## src/rtl/mw_pkg.sv

```systemverilog
`timescale 1ns/1ps
package mw_pkg;

    localparam int WORD_W   = 16;
    localparam int SUFFIX_W = 6;

    // command codes, start bit included
    localparam logic [2:0] OP_RD  = 3'b110;
    localparam logic [2:0] OP_WR  = 3'b101;
    localparam logic [4:0] OP_EN  = 5'b10011;
    localparam logic [4:0] OP_DIS = 5'b10000;

    typedef enum logic [2:0] {
        ST_IDLE,
        ST_SEL,
        ST_DUMMY,
        ST_OUT,
        ST_IN,
        ST_CLEAN,
        ST_WAIT
    } mw_step_e;

    typedef enum logic [1:0] {
        FR_EN,
        FR_WR,
        FR_DIS,
        FR_RD
    } mw_frame_e;

endpackage

```

## src/rtl/mw_tick_gen.sv

```systemverilog
`timescale 1ns/1ps
module mw_tick_gen #(
    parameter int HALF_CYCLES = 4
) (
    input  logic clk,
    input  logic rst_n,
    input  logic run,
    output logic tick
);
    localparam int TW = $clog2(HALF_CYCLES + 1);

    logic [TW-1:0] cnt_d, cnt_q;

    always_comb begin
        tick  = run && (cnt_q == TW'(HALF_CYCLES - 1));
        cnt_d = cnt_q + TW'(1);
        if (!run || tick) begin
            cnt_d = '0;
        end
    end

    always_ff @(posedge clk or negedge rst_n) begin
        if (!rst_n) begin
            cnt_q <= '0;
        end else begin
            cnt_q <= cnt_d;
        end
    end
endmodule

```

## src/rtl/mw_prog_timer.sv

```systemverilog
`timescale 1ns/1ps
module mw_prog_timer #(
    parameter int CYCLES = 2000000
) (
    input  logic clk,
    input  logic rst_n,
    input  logic arm,
    output logic expired
);
    localparam int PW = $clog2(CYCLES + 1);

    logic [PW-1:0] cnt_d, cnt_q;

    always_comb begin
        expired = (cnt_q == '0);
        cnt_d   = cnt_q;
        if (arm) begin
            cnt_d = PW'(CYCLES);
        end else if (!expired) begin
            cnt_d = cnt_q - PW'(1);
        end
    end

    always_ff @(posedge clk or negedge rst_n) begin
        if (!rst_n) begin
            cnt_q <= PW'(CYCLES);
        end else begin
            cnt_q <= cnt_d;
        end
    end
endmodule

```

## src/rtl/mw_eeprom_master.sv

```systemverilog
`timescale 1ns/1ps
module mw_eeprom_master
    import mw_pkg::*;
#(
    parameter int AW_MAX      = 8,
    parameter int HALF_CYCLES = 4,
    parameter int PROG_CYCLES = 2000000
) (
    input  logic                       clk,
    input  logic                       rst_n,
    input  logic                       start,
    input  logic                       wr,
    input  logic [AW_MAX:0]            offset,
    input  logic [WORD_W-1:0]          wdata,
    input  logic [$clog2(AW_MAX+1)-1:0] addr_bits,
    input  logic                       dummy_en,
    output logic                       ee_sel,
    output logic                       ee_clk,
    output logic                       ee_txd,
    input  logic                       ee_rxd,
    output logic [WORD_W-1:0]          rdata,
    output logic                       done,
    output logic                       busy,
    output logic                       restore
);
    localparam int ABW  = $clog2(AW_MAX + 1);
    localparam int SH_W = 3 + AW_MAX + WORD_W;
    localparam int CW   = $clog2(SH_W + 1);
    localparam int CTL_LEN = 5 + SUFFIX_W;

    typedef struct packed {
        mw_step_e            step;
        mw_frame_e           frame;
        logic                hi;
        logic                second;
        logic                cs;
        logic                sck;
        logic                di;
        logic [SH_W-1:0]     sh;
        logic [CW-1:0]       cnt;
        logic [AW_MAX-1:0]   addr;
        logic [WORD_W-1:0]   wd;
        logic [WORD_W-1:0]   rd;
        logic                busy;
        logic                done;
        logic                restore;
    } st_t;

    st_t q, d;

    logic tick;
    logic expired;

    mw_tick_gen #(.HALF_CYCLES(HALF_CYCLES)) u_tick (
        .clk   (clk),
        .rst_n (rst_n),
        .run   (q.busy),
        .tick  (tick)
    );

    mw_prog_timer #(.CYCLES(PROG_CYCLES)) u_timer (
        .clk     (clk),
        .rst_n   (rst_n),
        .arm     (q.step != ST_WAIT),
        .expired (expired)
    );

    // word address: halve the byte offset, keep addr_bits low bits
    logic [AW_MAX-1:0] word_addr;
    always_comb begin
        word_addr = offset[AW_MAX:1] & ~({AW_MAX{1'b1}} << addr_bits);
    end

    // frame contents, left justified in the shift register
    logic [SH_W-1:0] fr_raw;
    logic [SH_W-1:0] fr_vec;
    logic [CW-1:0]   fr_len;
    always_comb begin
        fr_raw = '0;
        fr_len = CW'(CTL_LEN);
        unique case (q.frame)
            FR_EN: begin
                fr_raw = SH_W'({OP_EN, {SUFFIX_W{1'b0}}});
                fr_len = CW'(CTL_LEN);
            end
            FR_DIS: begin
                fr_raw = SH_W'({OP_DIS, {SUFFIX_W{1'b0}}});
                fr_len = CW'(CTL_LEN);
            end
            FR_WR: begin
                fr_raw = (SH_W'(OP_WR) << (CW'(addr_bits) + CW'(WORD_W)))
                       | (SH_W'(q.addr) << WORD_W)
                       | SH_W'(q.wd);
                fr_len = CW'(addr_bits) + CW'(3 + WORD_W);
            end
            FR_RD: begin
                fr_raw = (SH_W'(OP_RD) << CW'(addr_bits)) | SH_W'(q.addr);
                fr_len = CW'(addr_bits) + CW'(3);
            end
            default: begin
                fr_raw = '0;
                fr_len = CW'(CTL_LEN);
            end
        endcase
        fr_vec = fr_raw << (CW'(SH_W) - fr_len);
    end

    logic [SH_W-1:0] sh_next;
    always_comb begin
        sh_next = q.sh << 1;
    end

    always_comb begin
        d         = q;
        d.done    = 1'b0;
        d.restore = 1'b0;

        unique case (q.step)
            ST_IDLE: begin
                if (start) begin
                    d.addr   = word_addr;
                    d.wd     = wdata;
                    d.frame  = wr ? FR_EN : FR_RD;
                    d.step   = ST_SEL;
                    d.cs     = 1'b1;
                    d.sck    = 1'b0;
                    d.di     = 1'b0;
                    d.hi     = 1'b0;
                    d.second = 1'b0;
                    d.busy   = 1'b1;
                end
            end

            ST_SEL: begin
                if (tick) begin
                    d.sh  = fr_vec;
                    d.cnt = fr_len;
                    d.hi  = 1'b0;
                    if (dummy_en) begin
                        d.step = ST_DUMMY;
                    end else begin
                        d.step = ST_OUT;
                        d.di   = fr_vec[SH_W-1];
                    end
                end
            end

            ST_DUMMY: begin
                if (tick) begin
                    if (!q.hi) begin
                        d.sck = 1'b1;
                        d.hi  = 1'b1;
                    end else begin
                        d.sck  = 1'b0;
                        d.hi   = 1'b0;
                        d.step = ST_OUT;
                        d.di   = q.sh[SH_W-1];
                    end
                end
            end

            ST_OUT: begin
                if (tick) begin
                    if (!q.hi) begin
                        d.sck = 1'b1;
                        d.hi  = 1'b1;
                    end else begin
                        d.sck = 1'b0;
                        d.hi  = 1'b0;
                        d.sh  = sh_next;
                        d.cnt = q.cnt - CW'(1);
                        if (q.cnt == CW'(1)) begin
                            d.di = 1'b0;
                            if (q.frame == FR_RD) begin
                                d.step = ST_IN;
                                d.cnt  = CW'(WORD_W);
                            end else begin
                                d.step = ST_CLEAN;
                                d.cs   = 1'b0;
                            end
                        end else begin
                            d.di = sh_next[SH_W-1];
                        end
                    end
                end
            end

            ST_IN: begin
                if (tick) begin
                    if (!q.hi) begin
                        d.sck = 1'b1;
                        d.hi  = 1'b1;
                    end else begin
                        d.sck = 1'b0;
                        d.hi  = 1'b0;
                        d.rd  = {q.rd[WORD_W-2:0], ee_rxd};
                        d.cnt = q.cnt - CW'(1);
                        if (q.cnt == CW'(1)) begin
                            d.step = ST_CLEAN;
                            d.cs   = 1'b0;
                        end
                    end
                end
            end

            ST_CLEAN: begin
                d.cs = 1'b0;
                d.di = 1'b0;
                if (tick) begin
                    if (!q.hi) begin
                        d.sck = 1'b1;
                        d.hi  = 1'b1;
                    end else begin
                        d.sck = 1'b0;
                        d.hi  = 1'b0;
                        unique case (q.frame)
                            FR_EN: begin
                                d.frame = FR_WR;
                                d.step  = ST_SEL;
                                d.cs    = 1'b1;
                            end
                            FR_WR: begin
                                d.step = ST_WAIT;
                            end
                            FR_DIS: begin
                                if (!q.second) begin
                                    d.second = 1'b1;
                                end else begin
                                    d.step    = ST_IDLE;
                                    d.busy    = 1'b0;
                                    d.done    = 1'b1;
                                    d.restore = 1'b1;
                                end
                            end
                            default: begin
                                d.step    = ST_IDLE;
                                d.busy    = 1'b0;
                                d.done    = 1'b1;
                                d.restore = 1'b1;
                            end
                        endcase
                    end
                end
            end

            ST_WAIT: begin
                if (expired) begin
                    d.frame  = FR_DIS;
                    d.step   = ST_SEL;
                    d.cs     = 1'b1;
                    d.hi     = 1'b0;
                    d.second = 1'b0;
                end
            end

            default: begin
                d.step = ST_IDLE;
            end
        endcase
    end

    always_ff @(posedge clk or negedge rst_n) begin
        if (!rst_n) begin
            q <= '{step: ST_IDLE, frame: FR_RD, default: '0};
        end else begin
            q <= d;
        end
    end

    assign ee_sel  = q.cs;
    assign ee_clk  = q.sck;
    assign ee_txd  = q.di;
    assign rdata   = q.rd;
    assign done    = q.done;
    assign busy    = q.busy;
    assign restore = q.restore;

endmodule

```

## config.mk

```make
export PLATFORM = sky130hd
export DESIGN_NAME = mw_eeprom_master
export DESIGN_NICKNAME = d
export VERILOG_FILES = /design/src/rtl/mw_pkg.sv /design/src/rtl/mw_tick_gen.sv /design/src/rtl/mw_prog_timer.sv /design/src/rtl/mw_eeprom_master.sv
export SDC_FILE = /design/constraint.sdc
export NUM_CORES = 1
export LEC_CHECK = 0
export CAP_MARGIN = 20
export CORE_MARGIN = 1.5
export CORE_UTILIZATION = 40
export CTS_BUF_LIST = sky130_fd_sc_hd__clkbuf_16
export DETAILED_ROUTE_END_ITERATION = 10
export HOLD_SLACK_MARGIN = 0.03
export MAX_ROUTING_LAYER = met4
export PLACE_DENSITY = 0.6
export SLEW_MARGIN = 0
export SYNTH_ARGS = -nofsm -noshare
export SYNTH_HDL_FRONTEND = slang
export SYNTH_SLANG_ARGS = --single-unit
```

## constraint.sdc

```tcl
create_clock -name clk -period 4.7 [get_ports clk]
set_clock_uncertainty 0.15 [all_clocks]
set_input_delay 0.47 -clock clk [delete_from_list [all_inputs] [get_ports clk]]
set_output_delay 0.47 -clock clk [all_outputs]
set_load 0.02 [all_outputs]
```

==> results of run 1 <==
final cells by class:
| type | count | area [um^2] |
|---|---|---|
| timing repair buffer | 77 | 743.2 |
| sequential | 108 | 2714 |
| clock buffer | 9 | 225.2 |
| tap | 234 | 292.8 |
| multi-input combinational | 702 | 4438 |
| fill | 1895 | 10170 |
| clock inverter | 7 | 88.84 |
| inverter | 26 | 97.59 |
how the worst max path moves through the flow:
stage | slack, ns | endpoint
detailed placement | 0.73 | q[72]
global route | 0.82 | q[72]
finish | 1.03 | q[72]
floorplan | 0.78 | q[72]
CTS | 1.12 | q[55]
global placement | 0.77 | q[72]
per-layer routing:
layer | vias up | global-route usage, %
li1 | 3341 | -
met1 | 3345 | 30.30
met2 | 213 | 36.30
met3 | 45 | 5.062
met4 | 0 | 7.325
met5 | - | -
power breakdown:
group	switching [mW]	internal (mW)
clock	0.426	0.387
combinational	1.46	0.868
sequential	0.263	1.20
total	2.15	2.46
cell families (layout without fill, tap and decap cells):
| kind of cell | Yosys count | after routing | share of synthesized area, % |
|---|---|---|---|
| adder cells (fa/ha/maj) | 12 | 12 | 1.960 |
| XOR/XNOR | 20 | 20 | 2.483 |
| AO/OA/AOI/OAI | 262 | 262 | 23.03 |
| multiplexers | 40 | 40 | 5.879 |
| buffers and inverters | 108 | 119 | 6.680 |
| flip-flops | 108 | 108 | 35.42 |
| AND/OR/NAND/NOR | 368 | 368 | 24.55 |
state kept, by name, indices dropped and copies added (netlist names):
signal,count
busy,1
q,63
done,1
ee_clk,1
rdata,16
ee_sel,1
u_tick.cnt_q,3
ee_txd,1
u_timer.cnt_q,21
synth_stat cells (all sizes together), types with 5 or more instances:
| master | n |
|---|---|
| a211oi | 12 |
| a21oi | 53 |
| a221oi | 11 |
| a31oi | 12 |
| a32oi | 7 |
| and2 | 10 |
| and3 | 11 |
| buf | 40 |
| clkbuf | 42 |
| dfrtp | 99 |
| dfstp | 9 |
| ha | 12 |
| inv | 24 |
| mux2 | 27 |
| mux2i | 12 |
| nand2 | 132 |
| nand2b | 17 |
| nand3 | 27 |
| nand3b | 6 |
| nand4 | 7 |
| nand4b | 6 |
| nor2 | 75 |
| nor2b | 16 |
| nor3 | 19 |
| nor3b | 6 |
| nor4 | 6 |
| o211ai | 15 |
| o21a | 5 |
| o21ai | 68 |
| o221ai | 11 |
| o22ai | 8 |
| o31ai | 10 |
| or3 | 9 |
| xnor2 | 13 |
| xor2 | 7 |
what timing repair did:
item / in CTS / in global routing
hold buffers: 0 / 1
endpoints found under the setup margin: 0 / 0
gates resized for setup: 0 / 0
hold endpoints to repair: 0 / 7
per-stage QoR:
stage | instances | power [mW] | utilization [%] | area (um^2)
final | 1163 | 4.609 | 45.82 | 8600
after global routing | 1163 | 4.963 | 45.82 | 8600
after CTS | 1160 | 4.588 | 45.54 | 8547
after detailed placement | 1144 | 3.757 | 43.87 | 8233
after global placement | 1144 | 3.756 | 43.87 | 8233
after floorplan | 918 | 3.109 | - | 7661
worst register-to-register path: stages, from the launching register on:
cell                       delay (ns)
sky130_fd_sc_hd__dfstp_2         0.64
sky130_fd_sc_hd__buf_4           0.34
sky130_fd_sc_hd__nand2_1         0.09
sky130_fd_sc_hd__buf_4           0.20
sky130_fd_sc_hd__inv_1           0.09
sky130_fd_sc_hd__ha_1            0.36
sky130_fd_sc_hd__inv_1           0.23
sky130_fd_sc_hd__nor3_2          0.58
sky130_fd_sc_hd__o311ai_0        0.26
sky130_fd_sc_hd__a32o_1          0.27
==> impl_results.rst, run 1 <==
.. list-table::
   :header-rows: 1

   * - Metric
     - Value
   * - Met1 WL
     - 10.03 mm
   * - Category of the most critical setup path
     - in -> reg
   * - Fraction of registers with async set or reset after synthesis
     - 100.0%
   * - Area share of the largest cell type after synthesis
     - 32.34%
   * - Reg-to-reg startpoint
     - q[80]
   * - Worst reg2reg setup slack
     - 1.38 ns
   * - Most frequent standard cell in the layout excluding fill and tap cells
     - sky130_fd_sc_hd__nand2_1
   * - Run status
     - finished clean
   * - Congestion Overflow GR
     - 0
   * - Launch instance of the worst min-delay path
     - u_tick.cnt_q[0]
   * - Top Ports
     - 57
   * - Post-layout min period
     - approximately 3.7 ns
   * - Tcrit/Tclk final
     - ~80%
   * - Upper clock frequency limit
     - about 270 MHz
   * - Leading cell types in the layout, fill and taps excluded
     - sky130_fd_sc_hd__nand2_1 (132), sky130_fd_sc_hd__dfrtp_1 (99), sky130_fd_sc_hd__nor2_1 (73)
   * - Share of the yosys chip area belonging to registers
     - a little over a third
   * - Initial DRC count
     - around 530
   * - Half-perimeter wire length after detailed placement
     - roughly 15 mm
   * - Post-synthesis instance area
     - about 7700 um^2
   * - Port Buf Inserts
     - 55
   * - Final weighted congestion in routability-driven placement
     - ~0.96
   * - Mean area per synthesized cell
     - around 8.3 um^2
   * - Total Die Area
     - 19,990 um^2
   * - CP Data Arrival Time
     - ~3.8 ns
   * - Met2 layer wire length in the routed design
     - ~10 mm
   * - Routed length per instance
     - about 19 um
   * - DRC
     - 0
   * - P&R area growth vs syn
     - 12.25%
   * - Leakage Power
     - between 3 and 4 nW
   * - Worst-case reg-to-reg path depth
     - 9
   * - Hold-critical path depth
     - 1
   * - Maximum number of pins on one net before global-route repair
     - 80
   * - Library cell occupying the most area in the post-synthesis netlist
     - sky130_fd_sc_hd__dfrtp_1
   * - Family with the most delay on the worst path
     - buffers and inverters
   * - Number of standard cells after synthesis
     - around 920
   * - Unrepaired setup endpoints after global routing
     - no
   * - Initial Utilization
     - 40.82%
   * - First-pass iteration count of the detailed router
     - 5
   * - Bufs and invs on worst path
     - 3
   * - Via count of the first global-routing pass
     - just under 7,000
   * - Unique masters post-synth
     - 95
   * - Cell-by-cell listing of the critical path
     - clkdlybuf4s50_1 > buf_4 > o21ai_0 > xnor2_1 > nand2_1 > ha_1 > inv_1 > nor3_2 > o311ai_0 > a32o_1
   * - Worst relative slew slack
     - about two fifths
   * - Post-detailed-route count of antenna-violating nets
     - 0
   * - Post-place setup slack
     - ~0.73 ns
   * - Number of flip-flops and latches in the synthesized netlist
     - 108
   * - Final net count
     - 971
   * - Fraction of layout instances using a drive strength above 1
     - a little under an eighth
   * - Total wirelength of the detailed-routed design
     - 21.73 mm
   * - Total Negative Setup Slacks
     - 0 ns
   * - Clock latency of the later-clocked register in the worst-skew pair
     - around 0.37 ns
   * - Critical path data required time
     - a little under 5 ns
   * - Count of antenna diodes in the layout
     - 0
   * - Transition time at the pin with the least slew margin
     - 0.9210 ns
   * - Maximum root-to-sink buffer count
     - 2
   * - Number of nets in the synthesized netlist
     - approximately 970
   * - TritonCTS clock tree
     - yes
   * - Worst reg2reg endpoint
     - q[72]
   * - WL met3
     - around 1.2 mm
   * - # Max-Cap Violations
     - 0
   * - Yosys warning total
     - 0
   * - Antenna violations before repair
     - 0
   * - Count of final setup violators
     - 0
   * - Root buf cell
     - sky130_fd_sc_hd__clkbuf_16
   * - Hold Vio Cnt, Final
     - 0
   * - Floorplan core area
     - around 19,000 um^2
   * - Clock buffer count from CTS
     - 9
   * - Clk sink count
     - 108
   * - Row Count
     - 50
   * - Vias per std cell
     - around 6.0
   * - Power per cell area
     - ~540 nW/um^2
   * - Final count of pins violating max slew
     - 0
   * - Cell types occupying the most area after synthesis
     - sky130_fd_sc_hd__dfrtp_1 (32%), sky130_fd_sc_hd__nand2_1 (6.5%), sky130_fd_sc_hd__o21ai_0 (4.3%)
   * - Leading register cell type out of synthesis
     - sky130_fd_sc_hd__dfrtp_1
   * - Setup Buffers After CTS
     - 0
   * - Highest ir drop seen on vdd
     - ~270 uV
   * - Die outline width
     - about 140 um
   * - Min-Delay Path Class
     - reg -> reg
   * - Peak fanout along the critical path
     - between 40 and 50
   * - Hold Path Sink
     - u_tick.cnt_q[0]
   * - Element type at the critical path end
     - register
   * - Count of flip-flops with a built-in enable after synthesis
     - 0
   * - Crit path largest cell delay
     - just under 0.6 ns
   * - H-tree depth
     - 3
   * - Wire length of the first global-routing pass
     - between 30 and 40 mm
   * - Standard cell with the maximum stage delay on the critical path
     - sky130_fd_sc_hd__nor3_2
   * - Post-CTS clock slew at the launch and capture registers of the worst setup and hold paths
     - ~0.080 ns
   * - Crit path setup slack, layout
     - about 1.0 ns
   * - Final-layout worst hold slack
     - ~0.28 ns
   * - Worst path depth
     - 10
   * - Via count
     - 6,944
   * - Critical path launch point
     - addr_bits[0]
   * - Global Route Usage Sum
     - a little under a quarter
   * - Critical Path Start Type
     - input pin
   * - Highest routed layer
     - met4
   * - Die Ht
     - 141.4 um
(Power assumes the default switching activity.)
==> run 2, diff against run 1 <==
clock period = 3.8 ns   (was 4.7 ns; I/O delays follow)
==> run 2 against run 1 <==
- power up 26%
- wire length about the same
- largest power group unchanged
- flip-flop and latch count unchanged
- global-route usage down 0.078 points
- combinational power up 28%
- worst setup slack worse by 0.43 ns
- count of clock-buffer cells in the layout unchanged
- core utilization up 0.75 points
- die area unchanged
- clock power up 22%
==> impl_results.rst, run 2 (same netlist as run 1, synthesis figures left out) <==
.. list-table::
   :header-rows: 1

   * - Metric
     - Value
   * - Run status
     - finished clean
   * - Layout fillers
     - 1,890 (-0.26%)
   * - Setup Buffers After CTS
     - 0 (unchanged)
   * - Number of flip-flops in the largest register
     - 63 (unchanged)
   * - Antenna violations before repair
     - 0 (unchanged)
   * - Standard cell with the maximum stage delay on the critical path
     - sky130_fd_sc_hd__clkdlybuf4s50_1
   * - Hold Vio Cnt, Final
     - 0 (unchanged)
   * - Via count
     - 7,058 (+1.6%)
   * - Post-CTS clock slew at the launch and capture registers of the worst setup and hold paths
     - 0.08 ns (about the same)
   * - Clock latency of the later-clocked register in the worst-skew pair
     - 0.37 ns (about the same)
   * - Transition time at the pin with the least slew margin
     - 0.9655 ns (+0.04449 ns)
   * - P&R area growth vs syn
     - 14.09%
   * - Upper clock frequency limit
     - 312.8 MHz
   * - # Max-Cap Violations
     - 0 (unchanged)
   * - Critical Path Start Type
     - input pin
   * - Most frequent standard cell in the layout excluding fill and tap cells
     - sky130_fd_sc_hd__nand2_1
   * - Via count of the first global-routing pass
     - 6,708 (-1.3%)
   * - Category of the most critical setup path
     - in -> reg
   * - H-tree depth
     - 3 (unchanged)
   * - DRC
     - 0 (unchanged)
   * - Die Ht
     - 141.4 um (unchanged)
   * - Relative contribution of sequential cells to total power
     - 31.4% (-0.4 points)
   * - Count of final setup violators
     - 0 (unchanged)
   * - First-pass iteration count of the detailed router
     - 5 (unchanged)
   * - Die outline width
     - 141.4 um (unchanged)
   * - Top register by number of flip-flops
     - q
   * - Cell-by-cell listing of the critical path
     - clkdlybuf4s50_1 > clkinv_1 > ha_1 > nor3b_1 > o32a_1 > nand3_1 > o21ai_0 > mux2_2 > a31oi_1 > a311oi_1
   * - Bufs and invs on worst path
     - 2 (-1)
   * - Highest ir drop seen on vdd
     - 320.2 uV (+20%)
   * - Cell area reported after detailed placement
     - 8431 um^2 (+2.4%)
   * - Vias per std cell
     - 5.961 (-0.16%)
   * - Clk sink count
     - 108 (unchanged)
   * - Share of power burned in the clock network
     - 17.1% (-0.6 points)
   * - Port Buf Inserts
     - 55 (unchanged)
   * - Total wirelength of the detailed-routed design
     - 21.72 mm (about the same)
   * - Count of antenna diodes in the layout
     - 0 (unchanged)
   * - Initial DRC count
     - 561 (+6.3%)
   * - Row Count
     - 50 (unchanged)
   * - Unrepaired setup endpoints after global routing
     - no
   * - Peak fanout along the critical path
     - 9 (-82%)
   * - Leading cell types in the layout, fill and taps excluded
     - sky130_fd_sc_hd__nand2_1 (132), sky130_fd_sc_hd__dfrtp_1 (99), sky130_fd_sc_hd__nor2_1 (73)
   * - Final count of pins violating max slew
     - 0 (unchanged)
   * - Post-detailed-route count of antenna-violating nets
     - 0 (unchanged)
   * - Final net count
     - 992 (+2.2%)
   * - Worst relative slew slack
     - 35.46% (-3.1 points)
   * - Storage element area
     - 2714 um^2 (unchanged)
   * - Comb power frac
     - 51.5% (+1.0 points)
   * - Power per cell area
     - 663.1 nW/um^2 (+24%)
   * - Placed Cells incl. Taps
     - 1,167 (+2.0%)
   * - Congestion Overflow GR
     - 0 (unchanged)
   * - Internal portion of total power
     - 3.175 mW (+29%)
   * - Total Die Area
     - 19,990 um^2 (unchanged)
   * - Initial Utilization
     - 40.82% (unchanged)
   * - Psw
     - 2.621 mW (+22%)
   * - Post-layout min period
     - about 3.2 ns
   * - Critical path data required time
     - 3.93 ns (-0.88 ns)
   * - TritonCTS clock tree
     - yes
   * - Total Negative Setup Slacks
     - 0 ns (unchanged)
   * - Hold Buf Count CTS
     - 1 (+1)
   * - Maximum number of pins on one net before global-route repair
     - 61 (-24%)
   * - Routed length per instance
     - 18.35 um (-1.8%)
   * - Element type at the critical path end
     - register
   * - Final weighted congestion in routability-driven placement
     - 0.9539 (-0.44%)
   * - Tcrit/Tclk final
     - 84.12%
   * - Post-route cell area
     - 8741 um^2 (+1.6%)
   * - Area taken by multi-input logic gates
     - 4438 um^2 (unchanged)
   * - Min-Delay Path Class
     - reg -> reg
   * - Top Ports
     - 57 (unchanged)
   * - Net switching share of the total power
     - 45.22% (-1.4 points)
   * - Wire length of the first global-routing pass
     - 35.71 mm (-1.1%)
   * - Half-perimeter wire length after detailed placement
     - 15.70 mm (+2.1%)
   * - CP Data Arrival Time
     - 3.32 ns (-0.46 ns)
   * - Leakage Power
     - 3.639 nW (+2.8%)
   * - Family with the most delay on the worst path
     - compound AO/OA/AOI/OAI gates
   * - Root buf cell
     - sky130_fd_sc_hd__clkbuf_16
   * - Maximum root-to-sink buffer count
     - 2 (unchanged)
   * - Fraction of layout instances using a drive strength above 1
     - 13.47% (+1.7 points)
   * - Post-Layout Cell Count
     - 1,184 (+1.8%)
   * - Resized cells post-CTS
     - 0 (unchanged)
   * - Clock buffer count from CTS
     - 9 (unchanged)
   * - Global Route Usage Sum
     - 23.20% (-0.078 points)
   * - Crit path largest cell delay
     - 0.54 ns (-0.04 ns)
   * - Floorplan core area
     - 18,770 um^2 (unchanged)
[run 2: power groups by stage]
stage	clock network [mW]	registers, mW	logic [mW]
after global placement	0	1.83	2.92
after detailed placement	0	1.83	2.94
after floorplan	0	1.69	2.15
after CTS	1.02	1.82	2.95
after global routing	1.06	1.87	3.29
final	0.989	1.82	2.99
[run 2: metrics by stage]
step                setup WS, ns  power, mW  utilization, %  hold WS, ns
finish                    0.6033      5.796           46.57       0.2927
global route              0.3716      6.217           46.57       0.3154
detailed placement        0.2972      4.774           44.92       0.2807
global placement          0.3169      4.750           44.92       0.2747
floorplan                0.08916      3.846               -     -0.06559
CTS                       0.6721      5.786           46.57       0.2912
[run 2: worst paths after layout]
kind	start	end	slack, ns	cells after the start
worst max-delay path	addr_bits[0]	q[68]	0.60	10
worst min-delay path	u_tick.cnt_q[0]	u_tick.cnt_q[0]	0.29	1
worst max register to register	q[80]	q[71]	0.76	8
worst min register to register	u_tick.cnt_q[0]	u_tick.cnt_q[0]	0.29	1
max in group asynchronous	rst_n	u_timer.cnt_q[18]	2.24	3
min in group asynchronous	rst_n	u_timer.cnt_q[9]	0.49	2
[run 2: layer usage]
| layer | part of all wire [%] | wire length (um) | vias up | track usage (%) |
|---|---|---|---|---|
| met5 | 0 | 0 | - | - |
| met4 | 2.6 | 573 | 0 | 8.302 |
| met3 | 5.7 | 1234 | 55 | 4.455 |
| met2 | 47 | 10100 | 233 | 36.64 |
| met1 | 45 | 9811 | 3388 | 29.80 |
| li1 | - | - | 3382 | - |
[run 2: final cells by class]
class	instances	area share, %
inverter	26	1.117
multi-input combinational	702	50.77
clock buffer	9	2.577
clock inverter	7	0.8589
tap	234	3.350
sequential	108	31.05
timing repair buffer	98	10.28
==> run 3, diff against run 2 <==
clock period = 3 ns   (was 3.8 ns; I/O delays follow)
==> run 3 against run 2 <==
- critical path depth is 2 higher
- power is 38% higher
- core utilization is 4.3 points higher
- sequential share of layout area is 2.6 points lower
- flip-flop and latch count stayed put
- final cell count is 8.2% higher
- worst hold slack worse by 0.023 ns
- critical endpoint is now q[72]
- highest routed layer unchanged
==> impl_results.rst, run 3 (same netlist as run 1, synthesis figures left out) <==
.. list-table::
   :header-rows: 1

   * - Metric
     - Value
   * - Share of power burned in the clock network
     - 15.4% (-1.7 points)
   * - Element type at the critical path end
     - register
   * - Initial DRC count
     - 550 (-2.0%)
   * - Power per cell area
     - 837.3 nW/um^2 (+26%)
   * - Wire length of the first global-routing pass
     - 38.65 mm (+8.2%)
   * - Count of final setup violators
     - 0 (unchanged)
   * - Internal portion of total power
     - 4.437 mW (+40%)
   * - Total Die Area
     - 19,990 um^2 (unchanged)
   * - Top register by number of flip-flops
     - q
   * - Unrepaired setup endpoints after global routing
     - yes
   * - Row Count
     - 50 (unchanged)
   * - Maximum root-to-sink buffer count
     - 2 (unchanged)
   * - Leakage Power
     - 4.127 nW (+13%)
   * - Via count of the first global-routing pass
     - 7,041 (+5.0%)
   * - TritonCTS clock tree
     - yes
   * - Highest ir drop seen on vdd
     - 361.5 uV (+13%)
   * - Leading cell types in the layout, fill and taps excluded
     - sky130_fd_sc_hd__buf_4 (135), sky130_fd_sc_hd__nand2_1 (131), sky130_fd_sc_hd__dfrtp_1 (99)
   * - Via count
     - 7,371 (+4.4%)
   * - Fraction of layout instances using a drive strength above 1
     - 22.45% (+9.0 points)
   * - Critical path data required time
     - 3.11 ns (-0.82 ns)
   * - Floorplan core area
     - 18,770 um^2 (unchanged)
   * - Total Negative Setup Slacks
     - 0 ns (unchanged)
   * - Routed length per instance
     - 18.53 um (+1.0%)
   * - Relative contribution of sequential cells to total power
     - 28.6% (-2.8 points)
   * - Upper clock frequency limit
     - between 300 and 400 MHz
   * - Clock latency of the later-clocked register in the worst-skew pair
     - 0.37 ns (about the same)
   * - Antenna violations before repair
     - 0 (unchanged)
   * - Category of the most critical setup path
     - in -> reg
   * - Psw
     - 3.561 mW (+36%)
   * - Final net count
     - 1,089 (+9.8%)
   * - First-pass iteration count of the detailed router
     - 6 (+1)
   * - Net switching share of the total power
     - 44.52% (-0.70 points)
   * - Post-Layout Cell Count
     - 1,281 (+8.2%)
   * - Comb power frac
     - 56.1% (+4.6 points)
   * - Critical Path Start Type
     - input pin
   * - Min-Delay Path Class
     - in -> async
   * - Maximum number of pins on one net before global-route repair
     - 47 (-23%)
   * - Half-perimeter wire length after detailed placement
     - 18.11 mm (+15%)
   * - Total design power
     - 7.998 mW (+38%)
   * - Initial Utilization
     - 40.82% (unchanged)
   * - Port Buf Inserts
     - 55 (unchanged)
   * - Most frequent standard cell in the layout excluding fill and tap cells
     - sky130_fd_sc_hd__buf_4
   * - Post-CTS clock slew at the launch and capture registers of the worst setup and hold paths
     - 0.08 ns (about the same)
   * - Post-detailed-route count of antenna-violating nets
     - 0 (unchanged)
   * - H-tree depth
     - 3 (unchanged)
   * - DRC
     - 0 (unchanged)
   * - Clk sink count
     - 108 (unchanged)
   * - Peak fanout along the critical path
     - 7 (-2)
   * - Clock buffer count from CTS
     - 9 (unchanged)
   * - Root buf cell
     - sky130_fd_sc_hd__clkbuf_16
   * - Layout fillers
     - 1,822 (-3.6%)
   * - Final count of pins violating max slew
     - 0 (unchanged)
   * - Top Ports
     - 57 (unchanged)
   * - Finished Core Util
     - 50.89% (+4.3 points)
   * - Worst relative slew slack
     - 58.74% (+23 points)
   * - P&R area growth vs syn
     - 24.68%
   * - Final-layout worst hold slack
     - 0.2702 ns (-0.02257 ns)
   * - Count of antenna diodes in the layout
     - 0 (unchanged)
   * - Run status
     - finished clean
   * - Hold Vio Cnt, Final
     - 0 (unchanged)
   * - Tcrit/Tclk final
     - a little over nine tenths
   * - Global Route Usage Sum
     - 25.40% (+2.2 points)
   * - Number of flip-flops in the largest register
     - 63 (unchanged)
   * - # Max-Cap Violations
     - 0 (unchanged)
   * - Die Ht
     - 141.4 um (unchanged)
   * - Die outline width
     - 141.4 um (unchanged)
   * - Vias per std cell
     - 5.754 (-3.5%)
   * - CP Data Arrival Time
     - 2.98 ns (-0.34 ns)
   * - Congestion Overflow GR
     - 0 (unchanged)
   * - Final weighted congestion in routability-driven placement
     - 0.9555 (+0.17%)
   * - Post-layout min period
     - 2.878 ns
   * - Setup Buffers After CTS
     - 0 (unchanged)
   * - Placed Cells incl. Taps
     - 1,264 (+8.3%)
   * - Total wirelength of the detailed-routed design
     - 23.74 mm (+9.3%)
   * - Transition time at the pin with the least slew margin
     - 0.6111 ns (-0.3544 ns)
[run 3: worst paths after layout]
path,from,endpoint,slack [ns],cells after the start
min reg2reg,u_tick.cnt_q[0],u_tick.cnt_q[0],0.30,1
max,addr_bits[1],q[72],0.12,12
max in group asynchronous,rst_n,q[20],1.66,3
min in group clk,u_tick.cnt_q[0],u_tick.cnt_q[0],0.30,1
min,rst_n,u_tick.cnt_q[2],0.27,2
max reg2reg,q[81],q[61],0.14,7
[run 3: critical path: stages]
cell and delay [ns]:
sky130_fd_sc_hd__clkdlybuf4s50_1 0.51, sky130_fd_sc_hd__inv_1 0.07, sky130_fd_sc_hd__buf_4 0.14, sky130_fd_sc_hd__ha_4 0.19, sky130_fd_sc_hd__xnor2_4 0.14, sky130_fd_sc_hd__nand2_2 0.08, sky130_fd_sc_hd__inv_2 0.04, sky130_fd_sc_hd__ha_1 0.45
sky130_fd_sc_hd__inv_1 0.13, sky130_fd_sc_hd__nor3_2 0.39, sky130_fd_sc_hd__o311ai_0 0.26, sky130_fd_sc_hd__a32o_1 0.27
[run 3: routing by layer]
layer / vias up / routed length, um / GRT usage, %
met5: - / 0 / -
met4: 0 / 546 / 7.813
met3: 41 / 1107 / 4.117
met2: 201 / 11130 / 40.17
met1: 3553 / 10960 / 33.55
li1: 3576 / - / -
[run 3: through the flow]
step                      setup slack, ns  area [um^2]
after floorplan                  0.002119         7722
final                              0.1215         9552
after CTS                         0.06234         9530
after detailed placement          -0.3158         9229
after global routing            -0.009991         9552
after global placement            -0.2325         9229
[run 3: power groups by stage]
stage | registers [mW] | logic, mW | clock network (mW)
after floorplan | 2.15 | 2.76 | 0
after global placement | 2.30 | 4.42 | 0
after detailed placement | 2.30 | 4.42 | 0
after CTS | 2.27 | 4.44 | 1.26
after global routing | 2.34 | 4.92 | 1.31
final | 2.29 | 4.48 | 1.23
[run 3: area by class of cell]
type	count	area [um^2]	area share, %
clock buffer	9	225.2	2.358
clock inverter	7	66.31	0.6943
inverter	26	102.6	1.074
multi-input combinational	702	4488	46.99
sequential	108	2718	28.45
tap	234	292.8	3.065
timing repair buffer	195	1659	17.37
[run 3: what timing repair did]
| action | in CTS | in global routing |
|---|---|---|
| setup endpoints to repair | 0 | 8 |
| hold buffers | 1 | 0 |
| endpoints found under the hold margin | 27 | 0 |
| resized for setup | 0 | 5 |
